$ cat src/rtl/aps_pkg.sv
package aps_pkg;
  localparam int unsigned EVT_W = 4;

  typedef enum int unsigned {
    SLOT_MON_TX  = 0,
    SLOT_MON_RX  = 1,
    SLOT_CTRL_TX = 2,
    SLOT_CTRL_RX = 3
  } slot_e;
endpackage

$ cat src/rtl/aps_rst_sync.sv
module aps_rst_sync #(
  parameter int unsigned STAGES = 2
) (
  input  logic clk,
  input  logic rst_n,
  output logic rst_sync_n
);
  logic [STAGES-1:0] sync_q;
  logic [STAGES-1:0] sync_d;

  always_comb begin
    sync_d = {sync_q[STAGES-2:0], 1'b1};
  end

  always_ff @(posedge clk or negedge rst_n) begin
    if (!rst_n) sync_q <= '0;
    else        sync_q <= sync_d;
  end

  assign rst_sync_n = sync_q[STAGES-1];
endmodule

$ cat src/rtl/aps_route.sv
module aps_route
  import aps_pkg::*;
#(
  parameter int unsigned NUM_PORTS = 4,
  localparam int unsigned STAT_W = NUM_PORTS * EVT_W
) (
  input  logic [NUM_PORTS-1:0] ctrl_rx_evt_i,
  input  logic [NUM_PORTS-1:0] ctrl_tx_evt_i,
  input  logic [NUM_PORTS-1:0] mon_rx_evt_i,
  input  logic [NUM_PORTS-1:0] mon_tx_evt_i,
  input  logic [NUM_PORTS-1:0] ctrl_rx_rd_i,
  input  logic [NUM_PORTS-1:0] mon_rx_rd_i,
  input  logic                 ctrl_tx_stat_rd_i,
  input  logic                 mon_tx_stat_rd_i,
  output logic [STAT_W-1:0]    set_vec_o,
  output logic [STAT_W-1:0]    clr_vec_o
);
  for (genvar p = 0; p < NUM_PORTS; p++) begin : g_port
    localparam int unsigned BASE = p * EVT_W;
    assign set_vec_o[BASE + int'(SLOT_CTRL_RX)] = ctrl_rx_evt_i[p];
    assign set_vec_o[BASE + int'(SLOT_CTRL_TX)] = ctrl_tx_evt_i[p];
    assign set_vec_o[BASE + int'(SLOT_MON_RX)]  = mon_rx_evt_i[p];
    assign set_vec_o[BASE + int'(SLOT_MON_TX)]  = mon_tx_evt_i[p];

    assign clr_vec_o[BASE + int'(SLOT_CTRL_RX)] = ctrl_rx_rd_i[p];
    assign clr_vec_o[BASE + int'(SLOT_CTRL_TX)] = ctrl_tx_stat_rd_i;
    assign clr_vec_o[BASE + int'(SLOT_MON_RX)]  = mon_rx_rd_i[p];
    assign clr_vec_o[BASE + int'(SLOT_MON_TX)]  = mon_tx_stat_rd_i;
  end
endmodule

$ cat src/rtl/aps_flag_bank.sv
module aps_flag_bank #(
  parameter int unsigned WIDTH = 16
) (
  input  logic             clk,
  input  logic             rst_n,
  input  logic [WIDTH-1:0] set_i,
  input  logic [WIDTH-1:0] clr_i,
  output logic [WIDTH-1:0] flags_o
);
  logic [WIDTH-1:0] flags_q;
  logic [WIDTH-1:0] flags_d;
  logic             upd_en;

  always_comb begin
    upd_en  = |(set_i | clr_i);
    flags_d = (flags_q & ~clr_i) | set_i;
  end

  always_ff @(posedge clk or negedge rst_n) begin
    if (!rst_n)      flags_q <= '0;
    else if (upd_en) flags_q <= flags_d;
  end

  assign flags_o = flags_q;


  set_wins_chk: assert property (@(posedge clk) disable iff (!rst_n)
    (|set_i) |=> ((flags_o & $past(set_i)) == $past(set_i)));


  clear_takes_chk: assert property (@(posedge clk) disable iff (!rst_n)
    (|(clr_i & ~set_i)) |=> ((flags_o & $past(clr_i & ~set_i)) == '0));


  flag_holds_chk: assert property (@(posedge clk) disable iff (!rst_n)
    (|(flags_o & ~clr_i)) |=>
      ((flags_o & $past(flags_o & ~clr_i)) == $past(flags_o & ~clr_i)));
endmodule

$ cat src/rtl/aps_irq.sv
module aps_irq #(
  parameter int unsigned WIDTH = 16
) (
  input  logic             clk,
  input  logic             rst_n,
  input  logic [WIDTH-1:0] flags_i,
  input  logic [WIDTH-1:0] en_i,
  output logic             irq_o
);
  logic irq_q;
  logic irq_d;

  always_comb begin
    irq_d = |(flags_i & en_i);
  end

  always_ff @(posedge clk or negedge rst_n) begin
    if (!rst_n) irq_q <= 1'b0;
    else        irq_q <= irq_d;
  end

  assign irq_o = irq_q;


  irq_raise_chk: assert property (@(posedge clk) disable iff (!rst_n)
    (|(flags_i & en_i)) |=> irq_o);


  irq_masked_chk: assert property (@(posedge clk) disable iff (!rst_n)
    ((flags_i & en_i) == '0) |=> !irq_o);
endmodule

$ cat src/rtl/aps_collector.sv
module aps_collector
  import aps_pkg::*;
#(
  parameter int unsigned NUM_PORTS = 4,
  localparam int unsigned STAT_W = NUM_PORTS * EVT_W
) (
  input  logic                 clk,
  input  logic                 rst_n,
  input  logic [NUM_PORTS-1:0] ctrl_rx_evt_i,
  input  logic [NUM_PORTS-1:0] ctrl_tx_evt_i,
  input  logic [NUM_PORTS-1:0] mon_rx_evt_i,
  input  logic [NUM_PORTS-1:0] mon_tx_evt_i,
  input  logic [STAT_W-1:0]    irq_en_i,
  input  logic [NUM_PORTS-1:0] ctrl_rx_rd_i,
  input  logic [NUM_PORTS-1:0] mon_rx_rd_i,
  input  logic                 ctrl_tx_stat_rd_i,
  input  logic                 mon_tx_stat_rd_i,
  input  logic                 stat_rd_i,
  output logic [STAT_W-1:0]    stat_rdata_o,
  output logic                 irq_o
);
  logic              rst_sync_n;
  logic [STAT_W-1:0] set_vec;
  logic [STAT_W-1:0] clr_vec;
  logic [STAT_W-1:0] flags;
  logic [STAT_W-1:0] rdata_q;
  logic [STAT_W-1:0] rdata_d;

  aps_rst_sync #(.STAGES(2)) u_rst_sync (
    .clk        (clk),
    .rst_n      (rst_n),
    .rst_sync_n (rst_sync_n)
  );

  aps_route #(.NUM_PORTS(NUM_PORTS)) u_route (
    .ctrl_rx_evt_i     (ctrl_rx_evt_i),
    .ctrl_tx_evt_i     (ctrl_tx_evt_i),
    .mon_rx_evt_i      (mon_rx_evt_i),
    .mon_tx_evt_i      (mon_tx_evt_i),
    .ctrl_rx_rd_i      (ctrl_rx_rd_i),
    .mon_rx_rd_i       (mon_rx_rd_i),
    .ctrl_tx_stat_rd_i (ctrl_tx_stat_rd_i),
    .mon_tx_stat_rd_i  (mon_tx_stat_rd_i),
    .set_vec_o         (set_vec),
    .clr_vec_o         (clr_vec)
  );

  aps_flag_bank #(.WIDTH(STAT_W)) u_flags (
    .clk     (clk),
    .rst_n   (rst_sync_n),
    .set_i   (set_vec),
    .clr_i   (clr_vec),
    .flags_o (flags)
  );

  aps_irq #(.WIDTH(STAT_W)) u_irq (
    .clk     (clk),
    .rst_n   (rst_sync_n),
    .flags_i (flags),
    .en_i    (irq_en_i),
    .irq_o   (irq_o)
  );

  always_comb begin
    rdata_d = stat_rd_i ? flags : rdata_q;
  end

  always_ff @(posedge clk or negedge rst_sync_n) begin
    if (!rst_sync_n) rdata_q <= '0;
    else             rdata_q <= rdata_d;
  end

  assign stat_rdata_o = rdata_q;


  read_capture_chk: assert property (@(posedge clk) disable iff (!rst_sync_n)
    stat_rd_i |=> (stat_rdata_o == $past(flags)));


  read_no_effect_chk: assert property (@(posedge clk) disable iff (!rst_sync_n)
    (stat_rd_i && (set_vec == '0) && (clr_vec == '0)) |=> $stable(flags));


  shared_tx_clear_chk: assert property (@(posedge clk) disable iff (!rst_sync_n)
    (ctrl_tx_stat_rd_i && (ctrl_tx_evt_i == '0)) |=>
      ((flags & {NUM_PORTS{4'b0100}}) == '0));
endmodule

$ cat config.mk
export PLATFORM = sky130hd
export DESIGN_NAME = aps_collector
export DESIGN_NICKNAME = d
export VERILOG_FILES = /design/src/rtl/aps_pkg.sv /design/src/rtl/aps_rst_sync.sv /design/src/rtl/aps_route.sv /design/src/rtl/aps_flag_bank.sv /design/src/rtl/aps_irq.sv /design/src/rtl/aps_collector.sv
export SDC_FILE = /design/constraint.sdc
export NUM_CORES = 1
export LEC_CHECK = 0
export ABC_CLOCK_PERIOD_IN_PS = 1000
export CAP_MARGIN = 20
export CORE_ASPECT_RATIO = 1.25
export CORE_MARGIN = 4
export CORE_UTILIZATION = 36
export DETAILED_ROUTE_END_ITERATION = 8
export GPL_ROUTABILITY_DRIVEN = 0
export GPL_TIMING_DRIVEN = 0
export PLACE_DENSITY = 0.74
export SETUP_SLACK_MARGIN = 0.4
export SLEW_MARGIN = 20
export SYNTH_ARGS = -nofsm -noshare
export SYNTH_HDL_FRONTEND = slang
export SYNTH_SLANG_ARGS = --single-unit
$ cat constraint.sdc
create_clock -name clk -period 1 [get_ports clk]
set_input_delay 0.15 -clock clk [delete_from_list [all_inputs] [get_ports clk]]
set_output_delay 0.15 -clock clk [all_outputs]
set_load 0.005 [all_outputs]
# After elaboration in Yosys (flattened, before gate mapping)
# Cells that the tools add are included.
# Widths: inputs -> output; s select.
[word_totals]
ff_bits = 35
output_inout_bits = 17
elab_cells = 11
[classes]
bitwise_logic = 5
n_reduce_logical = 2
[ops]
columns = ["operator", "n"]
rows = [
  ["$and 16x16->16", 2],
  ["$or 16x16->16", 2],
  ["$reduce_or 16->1", 2],
  ["$not 16->16", 1],
]

# Longest topological paths before layout
# Gate-level depths: netlist of the first run.
[depth]
depth_word = 3
ltp_mapped = 3

# Cells and area by module
# From an unflattened synthesis of the first run, not the netlist that was laid out.
[hier_totals]
hier_cells = 127
area_unflattened_um2 = 1650.3
[modules_own_cells]
columns = ["module", "n_inst", "cells_each", "area_each_um2", "seq_area_each_um2"]
rows = [
  ["aps_collector", 1, 34, 649.4, 400.4],
  ["aps_flag_bank", 1, 48, 580.6, 400.4],
  ["aps_route", 1, 32, 240.2, 0.0],
  ["aps_irq", 1, 10, 126.4, 25.0],
  ["aps_rst_sync", 1, 3, 53.8, 50.0],
]

# Least setup slack after synthesis of the first run
# OpenSTA, ideal clock, no wires.
[synth_timing]
path_type = "reg2reg"
startpoint = "register u_flags.flags_q[6], in the netlist u_flags.flags_o[6]"
endpoint = "register u_irq.irq_q, in the netlist u_irq.irq_o"
setup_ns = 0.140
arrival_time_ns = 0.862
required_time_ns = 0.860
setup_slack_ns = -0.003
stages_incl_launch_ff = 4
n_path_buf = 0
period_less_slack_ns = 1.003
path_cell_list = "dfrtp_1 -> a22o_1 -> a221oi_1 -> nand4_1"
[synth_between]
elab_chain_cells = 2
[synth_lines]
columns = ["item", "line", "text"]
rows = [
  ["start, declared", "aps_flag_bank.sv:10", "logic [WIDTH-1:0] flags_q;"],
  ["start signal, assigned", "aps_flag_bank.sv:21", "else if (upd_en) flags_q <= flags_d;"],
  ["$and 16x16->16", "aps_irq.sv:14", "irq_d = |(flags_i & en_i);"],
  ["$reduce_or 16->1", "aps_irq.sv:14", ""],
  ["named net u_irq.irq_d", "aps_irq.sv:11", "logic irq_d;"],
  ["end signal, assigned", "aps_irq.sv:19", "else irq_q <= irq_d;"],
  ["end, declared", "aps_irq.sv:10", "logic irq_q;"],
]
# The timed path passes the listed nets, and every way through them passes these cells.
# A chain may end at the register's enable or synchronous reset.

# Final worst setup path of the first run
[layout_timing]
startpoint = "register u_flags.flags_q[1], in the netlist u_flags.flags_o[1]"
endpoint = "register u_irq.irq_q, in the netlist u_irq.irq_o"
# The elaborated chain is that of the path after synthesis.

==> flow_metrics.py, run 1 <==
metrics = {
    "yosys": {
        "ys_types": 11,
        "yosysTopAreaCell": "dfrtp_1",
        "ys_seq_elements": 35,
        "yosys_most_used_dff": "dfrtp_1",
        "synth.area.top_cells": "dfrtp_1, mux2_4, a21o_1",
        "synth_most_common_cell": "dfrtp_1",
        "seq_area_frac_synth_pct": 64.28,
        "async_reset_ff_share_pct": 100.0,
        "synth_commonest_cells": "dfrtp_1, a21o_1, inv_1, mux2_4, mux2_2",
        "synth_top_area_share_pct": 64.28,
        "synth_fp_nets": 134,
        "synth_warnings": 0,
        "synth_cells": 89,
        "synth.avg_cell_area_um2": 15.31,
        "synth-edff-count": 0,
        "netlist_area_um2": 1363,
    },
    "power": {
        "comb_power_share_pct": 20.4,
        "power_density_nw_per_um2": 1444,
        "seq_power_share_pct": 50.2,
        "power.leakage_nw": 1.063,
        "switching_share_pct": 22.91,
        "ir_drop_v": 0.0007842,
        "clockPowerShare_pct": 29.4,
        "p_sw_mw": 0.7412,
        "cell_internal_pwr_mw": 2.494,
    },
    "worst_setup_path": {
        "endpoint_kind": "register",
        "ff2ff_setup_slack_ns": -0.08,
        "crit_type": "reg -> reg",
        "start_kind": "register",
        "crit_arrival_ns": 1.23,
        "crit_chain": "a22o_1, a221oi_2, nand4_1",
        "crit_fanout": 2,
        "cp_slowest_cell": "dfrtp_1",
        "reg2regPathDepth": 3,
        "critPathRequiredTime_ns": 1.15,
        "slowest_delay_ns": 0.39,
        "r2r-start": "u_flags.flags_o[1]",
        "worst_r2r_endpoint": "u_irq.irq_o",
    },
    "layout": {
        "syn_to_final_growth_pct": 64.37,
        "final_cells": 214,
        "n_antenna_cell": 0,
        "drive_above_1_share_pct": 37.14,
        "nets": 219,
        "fillers": 295,
    },
    "sta": {
        "skew_ns": 0.006902,
        "setup_slack_ns": -0.07758,
        "drv_slew": 0,
        "timing.hold.ws_ns": 0.02871,
        "hold_viol_final": 0,
        "finalSetupViolCount": 1,
        "grt_setup_unrepaired": "true",
        "min_period_over_period_pct": 107.8,
        "clock.fmax_mhz": 928.0,
        "period_needed_ns": 1.078,
    },
    "place": {
        "dp_cells": 188,
        "port_buffers": 60,
        "dpl.hpwl_um": 2463,
    },
    "clocking": {
        "postCtsHoldBufs": 0,
        "clockRootBuffer": "clkbuf_8",
        "h-tree-depth": 2,
        "cts_num_sinks": 35,
        "cts_tree": "done",
        "cts_buffers": 5,
        "clk_pin_slew_worst_paths_ns": 0.07,
        "clockBufferDepth": 2,
        "worstSkewPairLatency_ns": 0.28,
    },
    "run_status": {
        "outcome": "finished with violations",
        "violations": "negative setup slack",
    },
    "global_routing": {
        "grt_use_total_pct": 15.05,
        "grt_overflow_total": 0,
        "grt_pass1_vias": 1181,
        "met3_usage_pct": 5.702,
        "use_met2_pct": 27.67,
        "grt_max_degree": 17,
        "antenna_found_initial": 0,
        "busiest_layer": "met2",
        "grt_pass1_wl_um": 5630,
        "grt_use_met1_pct": 15.60,
    },
    "drt": {
        "dr.first_iter.drc_count": 10,
        "routed_wl_um": 3433,
        "wire_per_inst_um": 16.04,
        "drc": 0,
        "via_per_inst": 4.771,
        "firstDrtPassIters": 4,
        "dr_total_vias": 1021,
        "drtAntennaViolNets": 0,
    },
    "die": {
        "dieArea_um2": 4839,
        "dieHeight_um": 76.79,
        "ioPinCount": 62,
        "start_util_pct": 38.13,
        "core_um2": 3573,
        "rows": 24,
        "die_w_um": 63.03,
    },
    "flow_run": {
        "cap_violations": 0,
    },
    "hold_path": {
        "hold_path_class": "in -> async",
    },
}
[worst max-delay path by stage]
stage,start,to,slack (ns)
2_1_floorplan,u_flags.flags_o[6],u_irq.irq_o,0.03
3_5_place_dp,irq_en_i[0],u_irq.irq_o,-0.30
3_3_place_gp,irq_en_i[0],u_irq.irq_o,-0.26
5_1_grt,u_flags.flags_o[9],u_irq.irq_o,-0.13
6_report,u_flags.flags_o[1],u_irq.irq_o,-0.08
4_1_cts,u_flags.flags_o[1],u_irq.irq_o,-0.08
[area by class of cell]
type	instances	area [µm²]	share of cell area [%]
plain buffers	2	35.03	1.564
clock buffers	7	76.32	3.408
clock inverters	1	5.005	0.2235
inverters	10	37.54	1.676
multi-input cells	42	465.4	20.78
flip-flops and latches	35	879.6	39.27
well taps	39	48.80	2.179
repair buffers	78	691.9	30.89
[cell usage in the layout (no fill, tap or decap)]
| cell type | count |
|---|---|
| a21o_1 | 16 |
| a221oi_2 | 4 |
| a22o_1 | 4 |
| buf_12 | 2 |
| buf_2 | 17 |
| buf_4 | 9 |
| buf_6 | 8 |
| buf_8 | 1 |
| clkbuf_1 | 2 |
| clkbuf_8 | 5 |
| clkdlybuf4s50_1 | 42 |
| clkinv_2 | 1 |
| conb_1 | 1 |
| dfrtp_1 | 34 |
| dfrtp_4 | 1 |
| dlygate4sd2_1 | 1 |
| inv_1 | 9 |
| inv_2 | 1 |
| mux2_4 | 16 |
| nand4_1 | 1 |
[repair_timing]
action | 4_1_cts | 5_1_grt
gates resized for setup | 75 | 5
endpoints found under the setup margin | 83 | 50
pin swaps | 1 | 1
setup buffers | 11 | 7
[state kept, by name, indices dropped and copies added, names as in the netlist]
signal / count
u_flags.flags_o: 16
u_irq.irq_o: 1
stat_rdata_o: 16
u_rst_sync.sync_q: 2
[metal layers]
layer	vias to the layer above	wire length, µm
li1	481	-
met1	501	1317
met2	35	1870
met3	4	216
met4	0	28
met5	-	0
[critical path: cells and delay by family (launching register included)]
kind / cells / cell delay [ns]
DFF: 1 / 0.39
AOI/OAI and AO/OA: 2 / 0.43
and+or+nand+nor: 1 / 0.13
[power by group through the flow]
stage	Clock, mW	Combinational [mW]	Sequential (mW)
5_1_grt	1.07	0.713	1.64
3_5_place_dp	0	0.576	1.67
4_1_cts	0.981	0.612	1.62
6_report	0.950	0.660	1.62
2_1_floorplan	0	0.211	1.66
3_3_place_gp	0	0.564	1.67
[stage by stage]
stage          power, mW  cell area [µm²]  utilization (%)  TNS (ns)  setup slack, ns
2_1_floorplan      1.869             1406                -         0          0.03293
3_3_place_gp       2.230             2056            57.53   -0.2567          -0.2567
3_5_place_dp       2.249             2056            57.53   -0.3009          -0.2987
4_1_cts            3.213             2168            60.68  -0.07955         -0.07955
5_1_grt            3.420             2240            62.68   -0.1315          -0.1315
6_report           3.235             2240            62.68  -0.07758         -0.07758
[cell families (layout without fill, tap and decap cells)]
family	after synthesis	after routing	synth area share, %
compound gates	24	24	13.96
buf+inv	12	98	5.051
other cells	1	1	0.2752
simple gates	1	1	0.4594
mux	16	16	15.98
flops	35	35	64.28
No activity file was read; power rests on OpenSTA's default activity.
==> run 2: changes to the inputs <==
--- a/config.mk
+++ b/config.mk
@@ -5,15 +5,16 @@
 export SDC_FILE = /design/constraint.sdc
 export NUM_CORES = 1
 export LEC_CHECK = 0
+export ABC_AREA = 1
 export ABC_CLOCK_PERIOD_IN_PS = 1000
 export CAP_MARGIN = 20
 export CORE_ASPECT_RATIO = 1.25
 export CORE_MARGIN = 4
-export CORE_UTILIZATION = 36
+export CORE_UTILIZATION = 37
 export DETAILED_ROUTE_END_ITERATION = 8
 export GPL_ROUTABILITY_DRIVEN = 0
 export GPL_TIMING_DRIVEN = 0
-export PLACE_DENSITY = 0.74
+export PLACE_DENSITY = 0.75
 export SETUP_SLACK_MARGIN = 0.4
 export SLEW_MARGIN = 20
 export SYNTH_ARGS = -nofsm -noshare
==> run 2 against run 1 <==
Against the previous run:
- the run now ends clean
- clock-buffer cell count stayed put
- core utilization is 2.6 points higher
- synthesized cell count rose by 55%
- routed wire length increased by 7.6%
- first-iteration DRC count increased to 2.9 times the previous value
- hold slack barely moved
- critical path depth fell by 2
- clock power fell by 3.6%
- cell count grew 23%
- register-to-register slack improved by 0.20 ns
- global-route usage up 0.69 points
==> flow_metrics.py, run 2 <==
metrics = {
    "global_routing": {
        "grt_pass1_vias": 1291,
        "grt_max_degree": 17,
        "antenna_found_initial": 0,
        "grt_use_total_pct": 15.74,
        "grt_overflow_total": 0,
        "grt_pass1_wl_um": 5865,
    },
    "clocking": {
        "clockRootBuffer": "clkbuf_8",
        "clockBufferDepth": 2,
        "cts_buffers": 5,
        "clk_pin_slew_worst_paths_ns": 0.06,
        "postCtsHoldBufs": 0,
        "worstSkewPairLatency_ns": 0.27,
        "cts_tree": "done",
        "h-tree-depth": 2,
        "cts_num_sinks": 35,
    },
    "layout": {
        "fillers": 308,
        "stdcell_area_um2": 2331,
        "final_util_pct": 65.23,
        "seqCellArea_um2": 879.6,
        "n_antenna_cell": 0,
        "mostFrequentLayoutCells": "clkdlybuf4s50_1, dfrtp_1, nand2_1, buf_2",
        "syn_to_final_growth_pct": 65.45,
        "drive_above_1_share_pct": 37.95,
        "multiInputGateArea_um2": 488.0,
        "final_common_cell": "clkdlybuf4s50_1",
        "nets": 269,
        "final_cells": 263,
    },
    "worst_setup_path": {
        "endpoint_kind": "output pin",
        "r2r-start": "u_flags.flags_o[3]",
        "reg2regPathDepth": 6,
        "ff2ff_setup_slack_ns": 0.12,
        "crit_type": "reg -> out",
        "crit_arrival_ns": 0.82,
        "path_buf_inv": 1,
        "crit_chain": "buf_2",
        "crit_family": "flip-flops",
        "critPathRequiredTime_ns": 0.85,
        "cp_slowest_cell": "dfrtp_1",
        "crit_fanout": 2,
        "slowest_delay_ns": 0.40,
        "start_kind": "register",
        "worst_r2r_endpoint": "u_irq.irq_o",
    },
    "yosys": {
        "async_reset_ff_share_pct": 100.0,
        "synth_commonest_cells": "dfrtp_1, nand2_1, inv_1, nor2_1, o21bai_1",
        "yosys_most_used_dff": "dfrtp_1",
        "synth_most_common_cell": "dfrtp_1",
        "synth_top_area_share_pct": 62.17,
        "synthAdderAreaFrac_pct": 0,
        "synth_compound_area_share_pct": 17.67,
        "ys_types": 11,
        "netlist_area_um2": 1409,
        "synth_fp_nets": 183,
        "synth-edff-count": 0,
        "synthXorXnorAreaFrac_pct": 0,
        "ys_seq_elements": 35,
        "synth_mux_area_share_pct": 0,
        "synth_warnings": 0,
        "synth_top_family_by_area": "compound AO/OA/AOI/OAI gates",
        "synth-simple-area-share_pct": 12.17,
        "yosysTopAreaCell": "dfrtp_1",
        "seq_area_frac_synth_pct": 62.17,
        "synth_cells": 138,
        "synth.avg_cell_area_um2": 10.21,
        "synth.area.top_cells": "dfrtp_1, o21bai_1, a21oi_2",
    },
    "sta": {
        "timing.hold.ws_ns": 0.02832,
        "finalSetupViolCount": 0,
        "grt_setup_unrepaired": "true",
        "setup_slack_ns": 0.03391,
        "hold_viol_final": 0,
        "period_needed_ns": 0.9661,
        "drv_slew": 0,
        "min_period_over_period_pct": 96.61,
        "skew_ns": 0.002494,
        "tns_ns": 0,
        "clock.fmax_mhz": 1035,
    },
    "place": {
        "port_buffers": 61,
        "pre_cts_ws_ns": -0.2275,
        "postPlaceCellArea_um2": 2072,
        "dpl.hpwl_um": 2545,
        "dp_cells": 238,
    },
    "drt": {
        "drc": 0,
        "firstDrtPassIters": 4,
        "via_per_inst": 4.490,
        "wire_per_inst_um": 14.05,
        "drtAntennaViolNets": 0,
        "routed_wl_um": 3694,
        "dr.first_iter.drc_count": 29,
        "dr_total_vias": 1181,
    },
    "die": {
        "rows": 24,
        "start_util_pct": 39.43,
        "die_w_um": 63.19,
        "dieHeight_um": 76.99,
        "ioPinCount": 62,
        "core_um2": 3573,
        "dieArea_um2": 4865,
    },
    "flow_run": {
        "cap_violations": 0,
    },
    "run_status": {
        "outcome": "finished, final reports clean",
    },
    "power": {
        "power_density_nw_per_um2": 1364,
        "ir_drop_v": 0.001108,
        "power.leakage_nw": 1.076,
        "total_power_mw": 3.179,
    },
    "hold_path": {
        "hold_path_class": "in -> async",
    },
}
[run 2: cell types whose count changed in the layout (fill, tap and decap cells not counted), sizes merged, moves of 16 or more]
cell,change
nor2,+18
mux2,-16
a21o,-16
o21bai,+16
a21oi,+16
nand2,+26
[run 2: per-layer routing]
layer  up-vias  part of all wire, %  wire length [µm]  track usage [%]
li1        594                    -                 -                -
met1       551                   37              1352            16.82
met2        31                   58              2140            28.62
met3         5                  3.9               143            4.094
met4         0                  1.5                57            7.127
met5         -                    0                 0                0
[run 2: layout make-up]
type                            count  share of cell area [%]
Clock buffer                        7                   3.274
Sequential cell                    35                   37.73
Multi-Input combinational cell     78                   20.93
Inverter                           22                   4.079
Timing Repair Buffer               79                   30.43
Buffer                              3                   1.449
Tap cell                           39                   2.093
[run 2: how the worst max path moves through the flow]
stage,cells past startpoint,slack (ns),startpoint,to
finish,1,0.03,stat_rdata_o[7],stat_rdata_o[7]
global route,1,0.01,stat_rdata_o[7],stat_rdata_o[7]
CTS,1,0.05,stat_rdata_o[6],stat_rdata_o[6]
detailed placement,3,-0.23,stat_rd_i,stat_rdata_o[14]
global placement,3,-0.21,stat_rd_i,stat_rdata_o[14]
floorplan,6,0.23,u_flags.flags_o[2],u_irq.irq_o
[run 2: kinds of logic (layout without fill, tap and decap cells)]
family          count (synthesis)  in the layout
compound gates                 32             32
other cells                     1              1
buf+inv                        25            111
simple gates                   45             45
flops                          35             35
[run 2: what timing repair did]
action / 4_1_cts / 5_1_grt
pin swaps: 1 / 5
endpoints found under the setup margin: 83 / 50
resized for setup: 98 / 22
setup buffers: 10 / 8
hold endpoints to repair: 0 / 0
[run 2: power by group]
part	switching (mW)	total [mW]	internal, mW
sequential	0.0735	1.60	1.53
combinational	0.267	0.663	0.396
clock	0.437	0.916	0.478
